<file path="src/rtl/opx_pkg.sv">
package opx_pkg;

    localparam int WORD_W   = 16;
    localparam int NUM_REGS = 8;
    localparam int IDX_W    = $clog2(NUM_REGS);
    localparam int IMM_W    = 5;
    localparam int OPC_W    = 4;

    typedef logic [WORD_W-1:0] word_t;
    typedef logic [IDX_W-1:0]  ridx_t;

    localparam logic [OPC_W-1:0] OPC_ADD = 4'b0001;
    localparam logic [OPC_W-1:0] OPC_AND = 4'b0101;
    localparam logic [OPC_W-1:0] OPC_NOT = 4'b1001;

    typedef enum logic [1:0] {
        OPK_NONE,
        OPK_ADD,
        OPK_AND,
        OPK_NOT
    } op_kind_e;

    typedef struct packed {
        op_kind_e kind;
        ridx_t    dst;
        ridx_t    src_a;
        ridx_t    src_b;
        logic     use_imm;
        word_t    imm;
    } dec_t;

    typedef struct packed {
        logic n;
        logic z;
        logic p;
    } sign_t;

    typedef struct packed {
        logic  en;
        ridx_t idx;
        word_t data;
    } wr_t;

    localparam sign_t SIGN_RESET = '{n: 1'b0, z: 1'b1, p: 1'b0};

    function automatic word_t sext_imm(input logic [IMM_W-1:0] v);
        return {{(WORD_W-IMM_W){v[IMM_W-1]}}, v};
    endfunction

    function automatic sign_t sign_of(input word_t w);
        sign_t s;
        s.n = w[WORD_W-1];
        s.z = (w == '0);
        s.p = !w[WORD_W-1] && (w != '0);
        return s;
    endfunction

    function automatic dec_t decode(input word_t ins);
        dec_t d;
        unique case (ins[15:12])
            OPC_ADD: d.kind = OPK_ADD;
            OPC_AND: d.kind = OPK_AND;
            OPC_NOT: d.kind = OPK_NOT;
            default: d.kind = OPK_NONE;
        endcase
        d.dst     = ins[11:9];
        d.src_a   = ins[8:6];
        d.src_b   = ins[2:0];
        d.use_imm = ins[5] && (d.kind != OPK_NOT);
        d.imm     = sext_imm(ins[IMM_W-1:0]);
        return d;
    endfunction

endpackage

</file>
<file path="src/rtl/opx_decode.sv">
module opx_decode
    import opx_pkg::*;
(
    input  logic  strobe,
    input  word_t ins,
    output dec_t  dec,
    output logic  fire
);
    always_comb begin
        dec  = decode(ins);
        fire = strobe && (dec.kind != OPK_NONE);
    end
endmodule

</file>
<file path="src/rtl/opx_alu.sv">
module opx_alu
    import opx_pkg::*;
(
    input  dec_t  dec,
    input  word_t opa,
    input  word_t opb_reg,
    output word_t res
);
    word_t opb;

    always_comb begin
        opb = dec.use_imm ? dec.imm : opb_reg;
        unique case (dec.kind)
            OPK_ADD: res = opa + opb;
            OPK_AND: res = opa & opb;
            OPK_NOT: res = ~opa;
            default: res = '0;
        endcase
    end
endmodule

</file>
<file path="src/rtl/opx_regbank.sv">
module opx_regbank
    import opx_pkg::*;
#(
    parameter int N = NUM_REGS
) (
    input  logic                clk,
    input  logic                rst,
    input  wr_t                 wa,
    input  wr_t                 wb,
    input  ridx_t               ra,
    input  ridx_t               rb,
    output word_t               qa,
    output word_t               qb,
    output logic [N*WORD_W-1:0] flat
);
    word_t r [N];

    for (genvar i = 0; i < N; i++) begin : g_reg
        always_ff @(posedge clk) begin
            if (rst)
                r[i] <= '0;
            else if (wa.en && (wa.idx == ridx_t'(i)))
                r[i] <= wa.data;
            else if (wb.en && (wb.idx == ridx_t'(i)))
                r[i] <= wb.data;
        end
        assign flat[i*WORD_W +: WORD_W] = r[i];
    end

    assign qa = r[ra];
    assign qb = r[rb];
endmodule

</file>
<file path="src/rtl/opx_signreg.sv">
module opx_signreg
    import opx_pkg::*;
(
    input  logic  clk,
    input  logic  rst,
    input  wr_t   wa,
    input  wr_t   wb,
    output sign_t flags
);
    always_ff @(posedge clk) begin
        if (rst)
            flags <= SIGN_RESET;
        else if (wa.en)
            flags <= sign_of(wa.data);
        else if (wb.en)
            flags <= sign_of(wb.data);
    end
endmodule

</file>
<file path="src/rtl/opx_core.sv">
module opx_core
    import opx_pkg::*;
(
    input  logic           clk,
    input  logic           rst,
    input  logic           exec_en,
    input  logic [15:0]    instr,
    input  logic           ld_we,
    input  logic [2:0]     ld_idx,
    input  logic [15:0]    ld_data,
    output logic [127:0]   regs_flat,
    output logic           flag_n,
    output logic           flag_z,
    output logic           flag_p
);
    dec_t  dec;
    logic  fire;
    word_t opa, opb, res;
    wr_t   w_op, w_ld;
    sign_t flags;

    opx_decode u_dec (
        .strobe (exec_en),
        .ins    (instr),
        .dec    (dec),
        .fire   (fire)
    );

    opx_alu u_alu (
        .dec     (dec),
        .opa     (opa),
        .opb_reg (opb),
        .res     (res)
    );

    always_comb begin
        w_op.en   = fire;
        w_op.idx  = dec.dst;
        w_op.data = res;
        w_ld.en   = ld_we;
        w_ld.idx  = ld_idx;
        w_ld.data = ld_data;
    end

    opx_regbank #(.N(NUM_REGS)) u_bank (
        .clk  (clk),
        .rst  (rst),
        .wa   (w_op),
        .wb   (w_ld),
        .ra   (dec.src_a),
        .rb   (dec.src_b),
        .qa   (opa),
        .qb   (opb),
        .flat (regs_flat)
    );

    opx_signreg u_sign (
        .clk   (clk),
        .rst   (rst),
        .wa    (w_op),
        .wb    (w_ld),
        .flags (flags)
    );

    assign flag_n = flags.n;
    assign flag_z = flags.z;
    assign flag_p = flags.p;
endmodule

</file>
<file path="config.mk">
export PLATFORM = sky130hd
export DESIGN_NAME = opx_core
export DESIGN_NICKNAME = d
export VERILOG_FILES = /design/src/rtl/opx_pkg.sv /design/src/rtl/opx_decode.sv /design/src/rtl/opx_alu.sv /design/src/rtl/opx_regbank.sv /design/src/rtl/opx_signreg.sv /design/src/rtl/opx_core.sv
export SDC_FILE = /design/constraint.sdc
export NUM_CORES = 1
export LEC_CHECK = 0
export ABC_AREA = 1
export BUFFER_PORTS_ARGS = -buffer_cell sky130_fd_sc_hd__buf_2
export CAP_MARGIN = 30
export CORE_ASPECT_RATIO = 0.9
export CORE_UTILIZATION = 30
export CTS_CLUSTER_DIAMETER = 100
export DETAILED_ROUTE_END_ITERATION = 12
export PLACE_DENSITY = 0.51
export SLEW_MARGIN = 0
export SYNTH_ARGS = -nofsm -noshare
export SYNTH_HDL_FRONTEND = slang
export SYNTH_HIERARCHICAL = 1
export SYNTH_SLANG_ARGS = --single-unit
</file>
<file path="constraint.sdc">
create_clock -name clk -period 7.7 [get_ports clk]
set_input_delay 1.155 -clock clk [delete_from_list [all_inputs] [get_ports clk]]
set_output_delay 1.155 -clock clk [all_outputs]
set_load 0.05 [all_outputs]
</file>
==> impl_metrics.tcl, run 1 <==
set metrics [dict create \
    status "finished, final reports clean" \
    critPathLaunchType "input pin" \
    cts.clk_slew.worst_paths_ns 0.06 \
    crit_arrival_ns 5.30 \
    ios 170 \
    ant_nets 0 \
    path_class "in -> reg" \
    root_buffer "clkbuf_16" \
    cts_tree "done" \
    final_cell_mix "nand2_1, buf_2, inv_1, edfxtp_1, o21ai_0" \
    dr.pass1.iters 6 \
    drt_wl_total_um 42600 \
    num_antenna_cells 0 \
    cp_max_fo 35 \
    reg2regPathDepth 23 \
    powerDensity_mw_per_mm2 207 \
    clk-insertion-delay-late_ns 0.43 \
    drive_above_1_share_pct 17.9 \
    die_height_um 178 \
    dpl_cell_area_mm2 0.0111 \
    postCtsHoldBufs 0 \
    remaining_drc_errors 0 \
    grt_overflow 0 \
    hold_class "reg -> reg" \
    drt-initial-drc-count 1080 \
    hold_viol 0 \
    ys_types 39 \
    port_buffers 169 \
    start_util_pct 30.4 \
    ys_warn_count 6 \
    fin_skew_ns 0.0136 \
    place_congestion 0.959 \
    crit_path_end "u_sign/flags[0]" \
    rrSetupSlack_ns 3.96 \
    worstMarginPinSlew_ns 1.03 \
    power.internal_mw 1.55 \
    die_area_mm2 0.0351 \
    slew_headroom_pct 31.0 \
    rsz0062_at_grt "no" \
    syn_inst 1451 \
    drv_slew 0 \
    antenna_found_initial 0 \
    clkPwrFrac_pct 36.3 \
    cts_setup_buffers 0 \
    routedWlPerCell_um 21.1 \
    p_leak_nw 5.32 \
    syn_nets 1507 \
    synth-seq-area-share_pct 37.9 \
    clk_path_buf_depth 2 \
    critPathLaunch "instr[1]" \
    htree_num_levels 4 \
    syn2layout_area_growth_pct 14.6 \
    grt_max_degree 86 \
    clock.fmax_ghz 0.202 \
    grt_pass1_wl_um 62700 \
    post_drt_via_cell_ratio 5.15 \
    cap_violations 0 \
    cts_buffers 17 \
    final_area_mm2 0.0118 \
    p_switching_uw 897 \
    ys_ff_latch 131 \
    sw_frac_of_total_pct 36.6 \
    combPwrFrac_pct 27.8 \
    min_period_ns 4.95 \
    grt_use_total_pct 24.3 \
    final_nets 1596 \
    r2r-end "u_sign/flags[0]" \
    final_common_cell "nand2_1" \
    clkSinkCount 131 \
    routed-via-count 10400 \
    seq_power_share_pct 35.9 \
    cp.required_ns 8.05 \
    fp.dieW_um 197 \
    tns_ns 0 \
    setup_viol 0 \
    syn_area_per_cell_um2 7.11 \
    cts.repair.resized 0 \
    worstReg2RegStart "u_bank/r[3][0]" \
    endpoint_kind "flop" \
    ir_drop_uv 97.3 \
    hpwl_um 32000 \
    grt_pass1_vias 9839 \
    netlist_area_mm2 0.0103 \
    num_rows 64 \
    fin_crit_sh_pct 64.2 \
    fp.coreArea_mm2 0.0340 \
]
[area by class of cell]
cell class / count / area (um^2)
repair buffers: 184 / 986
well taps: 462 / 578
multi-input cells: 1044 / 5120
flip-flops and latches: 131 / 3900
clock buffers: 20 / 447
inverters: 162 / 608
clock inverters: 12 / 180
fillers: 3715 / 22100
[power by group through the flow]
stage               logic (mW)  registers [mW]  clock network, mW
floorplan                0.341            1.03                  0
global placement         0.665           0.896                  0
detailed placement       0.670           0.895                  0
CTS                      0.673           0.880              0.897
global route             0.740           0.885              0.924
finish                   0.682           0.880              0.889
[sequential cells by signal (all words and copies together), names as in the netlist]
signal	flops
u_bank/r	128
u_sign/flags	3
[routing by layer]
| metal | GRT usage [%] | share of wire (%) | wire, um |
|---|---|---|---|
| met5 | 0 | 0 | 0 |
| met1 | 33.9 | 45 | 19200 |
| met2 | 38.8 | 46 | 19500 |
| met3 | 3.52 | 7.5 | 3200 |
| met4 | 6.62 | 1.5 | 656 |
[cell usage after synthesis]
| cell | n | area share [%] |
|---|---|---|
| inv_1 | 150 | 5.5 |
| dfxtp_1 | 3 | 0.58 |
| o21bai_1 | 2 | 0.15 |
| and2_4 | 1 | 0.085 |
| clkbuf_1 | 25 | 0.91 |
| nor3_1 | 5 | 0.24 |
| edfxtp_1 | 128 | 37 |
| nand3_2 | 3 | 0.29 |
| a21oi_1 | 73 | 3.5 |
| buf_6 | 7 | 0.76 |
| o22ai_1 | 23 | 1.4 |
| ha_1 | 16 | 1.9 |
| a2bb2oi_1 | 1 | 0.085 |
| nor2_8 | 1 | 0.19 |
| o21ai_1 | 40 | 1.9 |
| or2_0 | 3 | 0.18 |
| mux2_2 | 16 | 1.7 |
| nor2_4 | 6 | 0.66 |
| nor2_2 | 4 | 0.24 |
| nand2_2 | 11 | 0.67 |
| and2_1 | 1 | 0.061 |
| inv_2 | 12 | 0.44 |
| buf_1 | 13 | 0.47 |
| o21ai_0 | 92 | 4.5 |
| nand3b_1 | 2 | 0.15 |
| nand2_8 | 1 | 0.19 |
| fa_1 | 1 | 0.19 |
| buf_2 | 23 | 1.1 |
| buf_4 | 46 | 3.3 |
| o221ai_1 | 3 | 0.25 |
| nor2_1 | 85 | 3.1 |
| nand2_1 | 513 | 19 |
| nand3_1 | 62 | 3.0 |
| nand2_4 | 4 | 0.44 |
| or2_1 | 2 | 0.12 |
| nor3_4 | 4 | 0.63 |
| a21oi_2 | 1 | 0.085 |
| nand4_1 | 2 | 0.12 |
| o211ai_1 | 66 | 4.8 |
[through the flow]
step | hold WS (ns) | std cells | setup slack, ns | utilization, % | power [mW]
detailed placement | 0.522 | 1977 | 2.40 | 32.8 | 1.56
global placement | 0.535 | 1975 | 2.45 | 32.7 | 1.56
CTS | 0.549 | 2009 | 2.82 | 34.6 | 2.45
finish | 0.547 | 2015 | 2.75 | 34.8 | 2.45
floorplan | 0.749 | 1451 | 3.68 | - | 1.37
global route | 0.594 | 2015 | 2.42 | 34.8 | 2.55
[worst min-delay path by stage]
stage	startpoint	to	slack, ns	cells past startpoint
after floorplan	u_sign/flags[2]	u_sign/flags[2]	0.75	2
after global placement	u_sign/flags[1]	u_sign/flags[1]	0.54	2
after detailed placement	u_sign/flags[1]	u_sign/flags[1]	0.52	2
after CTS	u_sign/flags[1]	u_sign/flags[1]	0.55	2
after global routing	u_sign/flags[1]	u_sign/flags[1]	0.59	2
final	u_sign/flags[1]	u_sign/flags[1]	0.55	2
[cells by family after synthesis]
group                      share of synthesized area [%]
and+or+nand+nor                                     29.0
muxes                                               1.75
adders and majority gates                           2.14
buffers and inverters                               12.5
DFF                                                 37.9
AOI/OAI and AO/OA                                   16.7
[worst max-delay path: stages]
cell,delay [ns]
buf_2,0.55
buf_4,0.47
a21oi_1,0.07
o21ai_0,0.10
nand2_1,0.07
nand2_1,0.06
nand2_1,0.06
mux2_2,0.26
ha_1,0.22
fa_1,0.39
nand2_1,0.10
nand2_1,0.08
and2_4,0.17
nand2_2,0.06
nand3_2,0.06
nand2_1,0.06
nand2_1,0.04
o21bai_1,0.75
nor2_1,0.11
nand2_1,0.11
nor2_1,0.05
nand2_1,0.06
nand2_1,0.06
a21oi_2,0.14
Power figures use the tool's default switching activity.
==> inputs of run 2 (changes only) <==
--- a/config.mk
+++ b/config.mk
@@ -5,14 +5,14 @@
 export SDC_FILE = /design/constraint.sdc
 export NUM_CORES = 1
 export LEC_CHECK = 0
-export ABC_AREA = 1
+export ABC_AREA = 0
 export BUFFER_PORTS_ARGS = -buffer_cell sky130_fd_sc_hd__buf_2
 export CAP_MARGIN = 30
 export CORE_ASPECT_RATIO = 0.9
 export CORE_UTILIZATION = 30
 export CTS_CLUSTER_DIAMETER = 100
 export DETAILED_ROUTE_END_ITERATION = 12
-export PLACE_DENSITY = 0.51
+export PLACE_DENSITY = 0.53
 export SLEW_MARGIN = 0
 export SYNTH_ARGS = -nofsm -noshare
 export SYNTH_HDL_FRONTEND = slang
==> constraint.sdc (replaced) <==
create_clock -name clk -period 4.5 [get_ports clk]
set_input_delay 0.675 -clock clk [delete_from_list [all_inputs] [get_ports clk]]
set_output_delay 0.675 -clock clk [all_outputs]
set_load 0.05 [all_outputs]
==> run 2 against run 1 <==
Compared with the run above:
- sequential power is 67% higher
- via count is 25% lower
- clock power is 59% higher
- wire length is 17% lower
==> impl_metrics.tcl, run 2 <==
set metrics [dict create \
    status "finished, final reports clean" \
    fp.dieW_um 189 \
    dpl_cell_area_mm2 0.0108 \
    start_util_pct 30.5 \
    yosysMostFrequentCell "edfxtp_1" \
    final_cell_mix "buf_2, edfxtp_1, a22o_1, mux4_2, buf_4" \
    grt_max_degree 39 \
    hold_class "reg -> reg" \
    syn2layout_area_growth_pct 21.0 \
    critPathLaunchType "flop" \
    htree_num_levels 4 \
    port_buffers 169 \
    endpoint_kind "flop" \
    seq_power_share_pct 37.7 \
    powerDensity_mw_per_mm2 342 \
    synth_edf_count 128 \
    path_class "reg -> reg" \
    cts.clk_slew.worst_paths_ns 0.06 \
    slew_headroom_pct 30.9 \
    cp_max_fo 5 \
    place_congestion 0.898 \
    fin_skew_ns 0.0101 \
    dpl.cell_count 1289 \
    clock.fmax_ghz 0.237 \
    ys_warn_count 6 \
    multi_input_area_mm2 0.00494 \
    syn_inst 757 \
    ys_ff_latch 131 \
    hold_viol 0 \
    rsz0062_at_grt "no" \
    dr.pass1.iters 5 \
    dpl_worst_slack_ns -0.0305 \
    antenna_found_initial 1 \
    largest_registers "u_bank/r: 128 flops, u_sign/flags: 3 flops" \
    drive_above_1_share_pct 44.3 \
    synth_top_area_cell "edfxtp_1" \
    routedWlPerCell_um 26.9 \
    crit_path_cell_trace "mux4_2, mux2_2, mux2_2, ha_1, fa_1, a211oi_2, o21ai_1, nor4b_1, or4_1, nand3b_1, nor4_1, nand4_1, nand3b_1, o31a_2" \
    drt-initial-drc-count 858 \
    crit_arrival_ns 4.59 \
    cts_setup_buffers 0 \
    cts_tree "done" \
    num_antenna_cells 0 \
    cp.required_ns 4.86 \
    final_nets 955 \
    regMostFlops "u_bank/r" \
    max_stage_delay_ns 0.51 \
    grt_pass1_wl_um 51200 \
    register_area_mm2 0.00390 \
    drt_wl_total_um 35500 \
    min_period_ns 4.23 \
    setup_viol 0 \
    clk_path_buf_depth 2 \
    post_layout_nonfiller_instances 1319 \
    netlist_area_mm2 0.00943 \
    p_switching_mw 1.26 \
    synth_top_area_share_pct 40.8 \
    clk-insertion-delay-late_ns 0.42 \
    fin_crit_sh_pct 93.9 \
    syn_nets 813 \
    root_buffer "clkbuf_16" \
    whs_ns 0.629 \
    num_rows 61 \
    synth-seq-area-share_pct 41.4 \
    power.internal_mw 2.65 \
    ios 170 \
    synth.area.top_cells "edfxtp_1, mux4_2, a22o_1" \
    cts_buffers 17 \
    async_flop_share_pct 0 \
    combPwrFrac_pct 26.3 \
    ys_types 74 \
    final_area_mm2 0.0114 \
    die_height_um 170 \
    post_drt_via_cell_ratio 5.94 \
    grt_pass1_vias 7516 \
    worstMarginPinSlew_ns 1.04 \
    synth.top_cells.by_count "edfxtp_1, a22o_1, mux4_2, mux2_2, nand2_1" \
    clkSinkCount 131 \
    die_area_mm2 0.0322 \
    syn_area_per_cell_um2 12.5 \
    slowest_stage "mux4_2" \
    ant_nets 0 \
    fillers 3014 \
    fp.coreArea_mm2 0.0309 \
    p_total_mw 3.91 \
    hpwl_um 26800 \
    final_common_cell "buf_2" \
    routed-via-count 7830 \
    ir_drop_uv 272 \
    sw_frac_of_total_pct 32.3 \
    remaining_drc_errors 0 \
    ys.flop_type "edfxtp_1" \
    setup_slack_ns 0.273 \
    clkPwrFrac_pct 36.0 \
    p_leak_nw 4.44 \
    largest_register_ffs 128 \
    cap_violations 0 \
    grt_overflow 0 \
    drv_slew 0 \
    grt_use_total_pct 22.0 \
]
-- run 2: changes by cell type after synthesis, sizes merged, moves of 64 or more --
| cell | before | now |
|---|---|---|
| o21ai | 132 | 15 |
| nand2 | 529 | 45 |
| inv | 162 | 5 |
| nor2 | 96 | 15 |
| mux4 | 0 | 64 |
| a22o | 0 | 114 |
-- run 2: critical path: cells and delay by family (launching register included) --
family | cells | cell delay [ns]
adders and majority gates | 2 | 0.68
and+or+nand+nor | 6 | 1.32
muxes | 3 | 1.04
AOI/OAI and AO/OA | 3 | 0.66
DFF | 1 | 0.48
-- run 2: final cells by class --
class	instances	area share [%]
clock buffers	18	3.76
clock inverters	12	1.38
repair buffers	236	12.7
well taps	409	4.48
inverters	6	0.197
multi-input cells	507	43.3
flip-flops and latches	131	34.2
-- run 2: cell families (layout without fill, tap and decap cells) --
kind of cell / count (synthesis) / after routing / synth area share, %
and+or+nand+nor: 147 / 147 / 9.19
muxes: 115 / 115 / 21.3
DFF: 131 / 131 / 41.4
AOI/OAI and AO/OA: 222 / 222 / 18.6
adders and majority gates: 17 / 17 / 2.33
buffers and inverters: 119 / 272 / 6.57
xor gates and xnor gates: 6 / 6 / 0.557
-- run 2: metal layers --
metal | vias up | share of wire (%) | track usage (%)
met5 | - | 0 | 0
met3 | 46 | 9.8 | 4.85
met4 | 0 | 1.8 | 5.75
met1 | 3957 | 43 | 31.3
met2 | 465 | 45 | 33.6
li1 | 3362 | - | -
-- run 2: path summary, 6_finish.rpt --
check	start	end	slack, ns	depth (start not counted)
setup reg to reg	u_bank/r[6][0]	u_sign/flags[1]	0.27	14
setup / recovery	u_bank/r[6][0]	u_sign/flags[1]	0.27	14
hold reg to reg	u_sign/flags[2]	u_sign/flags[2]	0.63	4
hold / removal	u_sign/flags[2]	u_sign/flags[2]	0.63	4
-- run 2: power by group through the flow --
| stage | clock, mW | combinational (mW) | sequential [mW] |
|---|---|---|---|
| after CTS | 1.42 | 1.02 | 1.47 |
| after global routing | 1.46 | 1.09 | 1.48 |
| after global placement | 0 | 1.01 | 1.50 |
| after detailed placement | 0 | 1.01 | 1.50 |
| final | 1.41 | 1.03 | 1.47 |
| after floorplan | 0 | 0.495 | 1.67 |
-- run 2: timing repair --
action / in CTS / in global routing
resized for setup: 0 / 1
hold buffers: 0 / 0
setup endpoints to repair: 0 / 1
-- run 2: through the flow --
| stage | util (%) | TNS [ns] |
|---|---|---|
| CTS | 36.9 | 0 |
| finish | 36.9 | 0 |
| floorplan | - | 0 |
| global route | 36.9 | 0 |
| global placement | 34.9 | -0.639 |
| detailed placement | 35.0 | -0.0969 |
==> inputs of run 3 (changes only) <==
--- a/config.mk
+++ b/config.mk
@@ -9,9 +9,11 @@
 export BUFFER_PORTS_ARGS = -buffer_cell sky130_fd_sc_hd__buf_2
 export CAP_MARGIN = 30
 export CORE_ASPECT_RATIO = 0.9
+export CORE_MARGIN = 2
 export CORE_UTILIZATION = 30
 export CTS_CLUSTER_DIAMETER = 100
 export DETAILED_ROUTE_END_ITERATION = 12
+export MAX_ROUTING_LAYER = met4
 export PLACE_DENSITY = 0.53
 export SLEW_MARGIN = 0
 export SYNTH_ARGS = -nofsm -noshare
==> constraint.sdc (replaced) <==
create_clock -name clk -period 4.5 [get_ports clk]
set_input_delay 0.225 -clock clk [delete_from_list [all_inputs] [get_ports clk]]
set_output_delay 0.225 -clock clk [all_outputs]
set_load 0.05 [all_outputs]
==> run 3 against run 2 <==
Compared with the run above:
- clock power decreased by 4%
- cell count down 1.3%
- die area is 2.2% higher
- clock-buffer cell count is 1 lower
- combinational power barely moved
- sequential share of layout area is 0.63 points higher
- clock skew is 0.0043 ns higher
- flip-flop and latch count stayed put
- hold slack worse by 0.38 ns
- worst setup slack got worse by 0.028 ns
- critical path depth did not move
- sequential power about the same
- critical path type unchanged
- largest cell class unchanged
- highest routed layer unchanged
==> impl_metrics.tcl, run 3 (synthesized netlist as in run 2, its figures left out) <==
set metrics [dict create \
    powerDensity_mw_per_mm2 341 \
    worstMarginPinSlew_ns 1.09 \
    fin_crit_sh_pct 94.6 \
    p_switching_mw 1.26 \
    clkSinkCount 131 \
    max_stage_delay_ns 0.49 \
    ios 170 \
    cap_violations 0 \
    crit_path_end "u_sign/flags[1]" \
    place_congestion 0.923 \
    regMostFlops "u_bank/r" \
    cp.depth 14 \
    final_common_cell "buf_2" \
    sw_frac_of_total_pct 33.1 \
    min_period_ns 4.26 \
    cts.clk_slew.worst_paths_ns 0.06 \
    seq_power_share_pct 38.5 \
    rsz0062_at_grt "no" \
    root_buffer "clkbuf_16" \
    port_buffers 169 \
    slew_headroom_pct 27.5 \
    tns_ns 0 \
    cts_setup_buffers 0 \
    crit_top_cell "mux2_2" \
    cts.repair.resized 0 \
    ir_drop_uv 300 \
    final_core_util_pct 36.2 \
    combPwrFrac_pct 26.1 \
    drv_slew 0 \
    slowest_stage "mux4_2" \
    hold_class "in -> reg" \
    grt_overflow 0 \
    grt_max_degree 39 \
    critPathLaunchType "flop" \
    multi_input_area_mm2 0.00495 \
    syn2layout_area_growth_pct 18.8 \
    worstReg2RegStart "u_bank/r[7][0]" \
    crit_path_cell_trace "mux4_2, mux2_2, mux2_2, ha_1, fa_1, a211oi_2, o21ai_1, a311oi_1, xor2_1, o21ai_0, nor4_1, nand4_1, nand3b_1, o31a_2" \
    routed-via-count 7807 \
    ant_nets 0 \
    grt_pass1_vias 7497 \
    fp.dieW_um 191 \
    cp.required_ns 4.86 \
    routedWlPerCell_um 27.6 \
    clk_path_buf_depth 2 \
    fillers 3000 \
    rrSetupSlack_ns 0.24 \
    power.internal_mw 2.55 \
    cts_tree "done" \
    largest_registers "u_bank/r: 128 flops, u_sign/flags: 3 flops" \
    endpoint_kind "flop" \
    fin_skew_ns 0.0143 \
    postCtsHoldBufs 0 \
    drt_wl_total_um 36000 \
    final_cell_mix "buf_2, edfxtp_1, a22o_1, mux4_2, mux2_2" \
    critPathTopFamily "compound AO/OA/AOI/OAI gates" \
    dr.pass1.iters 5 \
    crit_arrival_ns 4.62 \
    grt_pass1_wl_um 51600 \
    min_from "ld_data[12]" \
    die_height_um 172 \
    drive_above_1_share_pct 43.4 \
    num_rows 61 \
    post_layout_nonfiller_instances 1302 \
    final_area_mm2 0.0112 \
    die_area_mm2 0.0329 \
    setup_viol 0 \
    critPathLaunch "u_bank/r[7][0]" \
    start_util_pct 30.5 \
    dpl.cell_count 1272 \
    antenna_found_initial 1 \
    clock.fmax_ghz 0.235 \
    register_area_mm2 0.00390 \
    path_class "reg -> reg" \
    final_nets 938 \
    drt-initial-drc-count 816 \
    cp_max_fo 5 \
    post_drt_via_cell_ratio 6.00 \
    r2r-end "u_sign/flags[1]" \
    fp.coreArea_mm2 0.0309 \
    grt_use_total_pct 22.4 \
    reg2regPathDepth 14 \
    p_leak_nw 4.32 \
    dpl_cell_area_mm2 0.0106 \
    status "finished, final reports clean" \
    largest_register_ffs 128 \
    clkPwrFrac_pct 35.3 \
    htree_num_levels 4 \
    remaining_drc_errors 0 \
    hold_viol 0 \
    cts_buffers 17 \
    clk-insertion-delay-late_ns 0.43 \
    hpwl_um 26800 \
    critPathBufInv 0 \
]
[run 3: cell types whose count changed in the layout (fill, tap and decap cells not counted), sizes merged]
| cell | before | now |
|---|---|---|
| clkbuf | 18 | 17 |
| inv | 8 | 7 |
| buf | 236 | 219 |
| clkinv | 5 | 6 |
| bufinv | 3 | 2 |
| clkinvlp | 2 | 3 |
| diode | 0 | 1 |
[run 3: layer usage]
layer / track usage [%] / share of wire, % / up-vias
met5: - / 0 / -
met4: 5.93 / 1.7 / 0
met3: 3.67 / 7.6 / 45
met2: 33.2 / 45 / 403
met1: 31.8 / 45 / 4026
li1: - / - / 3333
[run 3: area by class of cell]
cell class | count | share of cell area (%)
Multi-Input combinational cell | 507 | 44.2
Inverter | 6 | 0.201
Sequential cell | 131 | 34.8
Tap cell | 409 | 4.57
Clock buffer | 17 | 3.80
Timing Repair Buffer | 219 | 11.2
Clock inverter | 12 | 1.22
Antenna cell | 1 | 0.0223
[run 3: power groups by stage]
stage	registers [mW]	clock network, mW	logic (mW)
after floorplan	1.67	0	0.493
after global placement	1.49	0	0.981
after detailed placement	1.49	0	0.977
after CTS	1.47	1.36	0.982
after global routing	1.47	1.41	1.05
final	1.47	1.35	0.997
[run 3: worst min path at each step]
stage,end,depth (start not counted)
floorplan,u_sign/flags[2],1
global placement,u_sign/flags[2],4
detailed placement,u_sign/flags[2],4
CTS,u_bank/r[6][12],2
global route,u_bank/r[6][14],2
finish,u_bank/r[2][12],2
[run 3: per-stage QoR]
step | hold WS [ns] | power (mW) | setup WS (ns)
floorplan | 0.297 | 2.16 | 0.346
global placement | 0.613 | 2.47 | 0.0779
detailed placement | 0.626 | 2.47 | 0.101
CTS | 0.233 | 3.81 | 0.217
global route | 0.264 | 3.94 | 0.0389
finish | 0.244 | 3.82 | 0.245
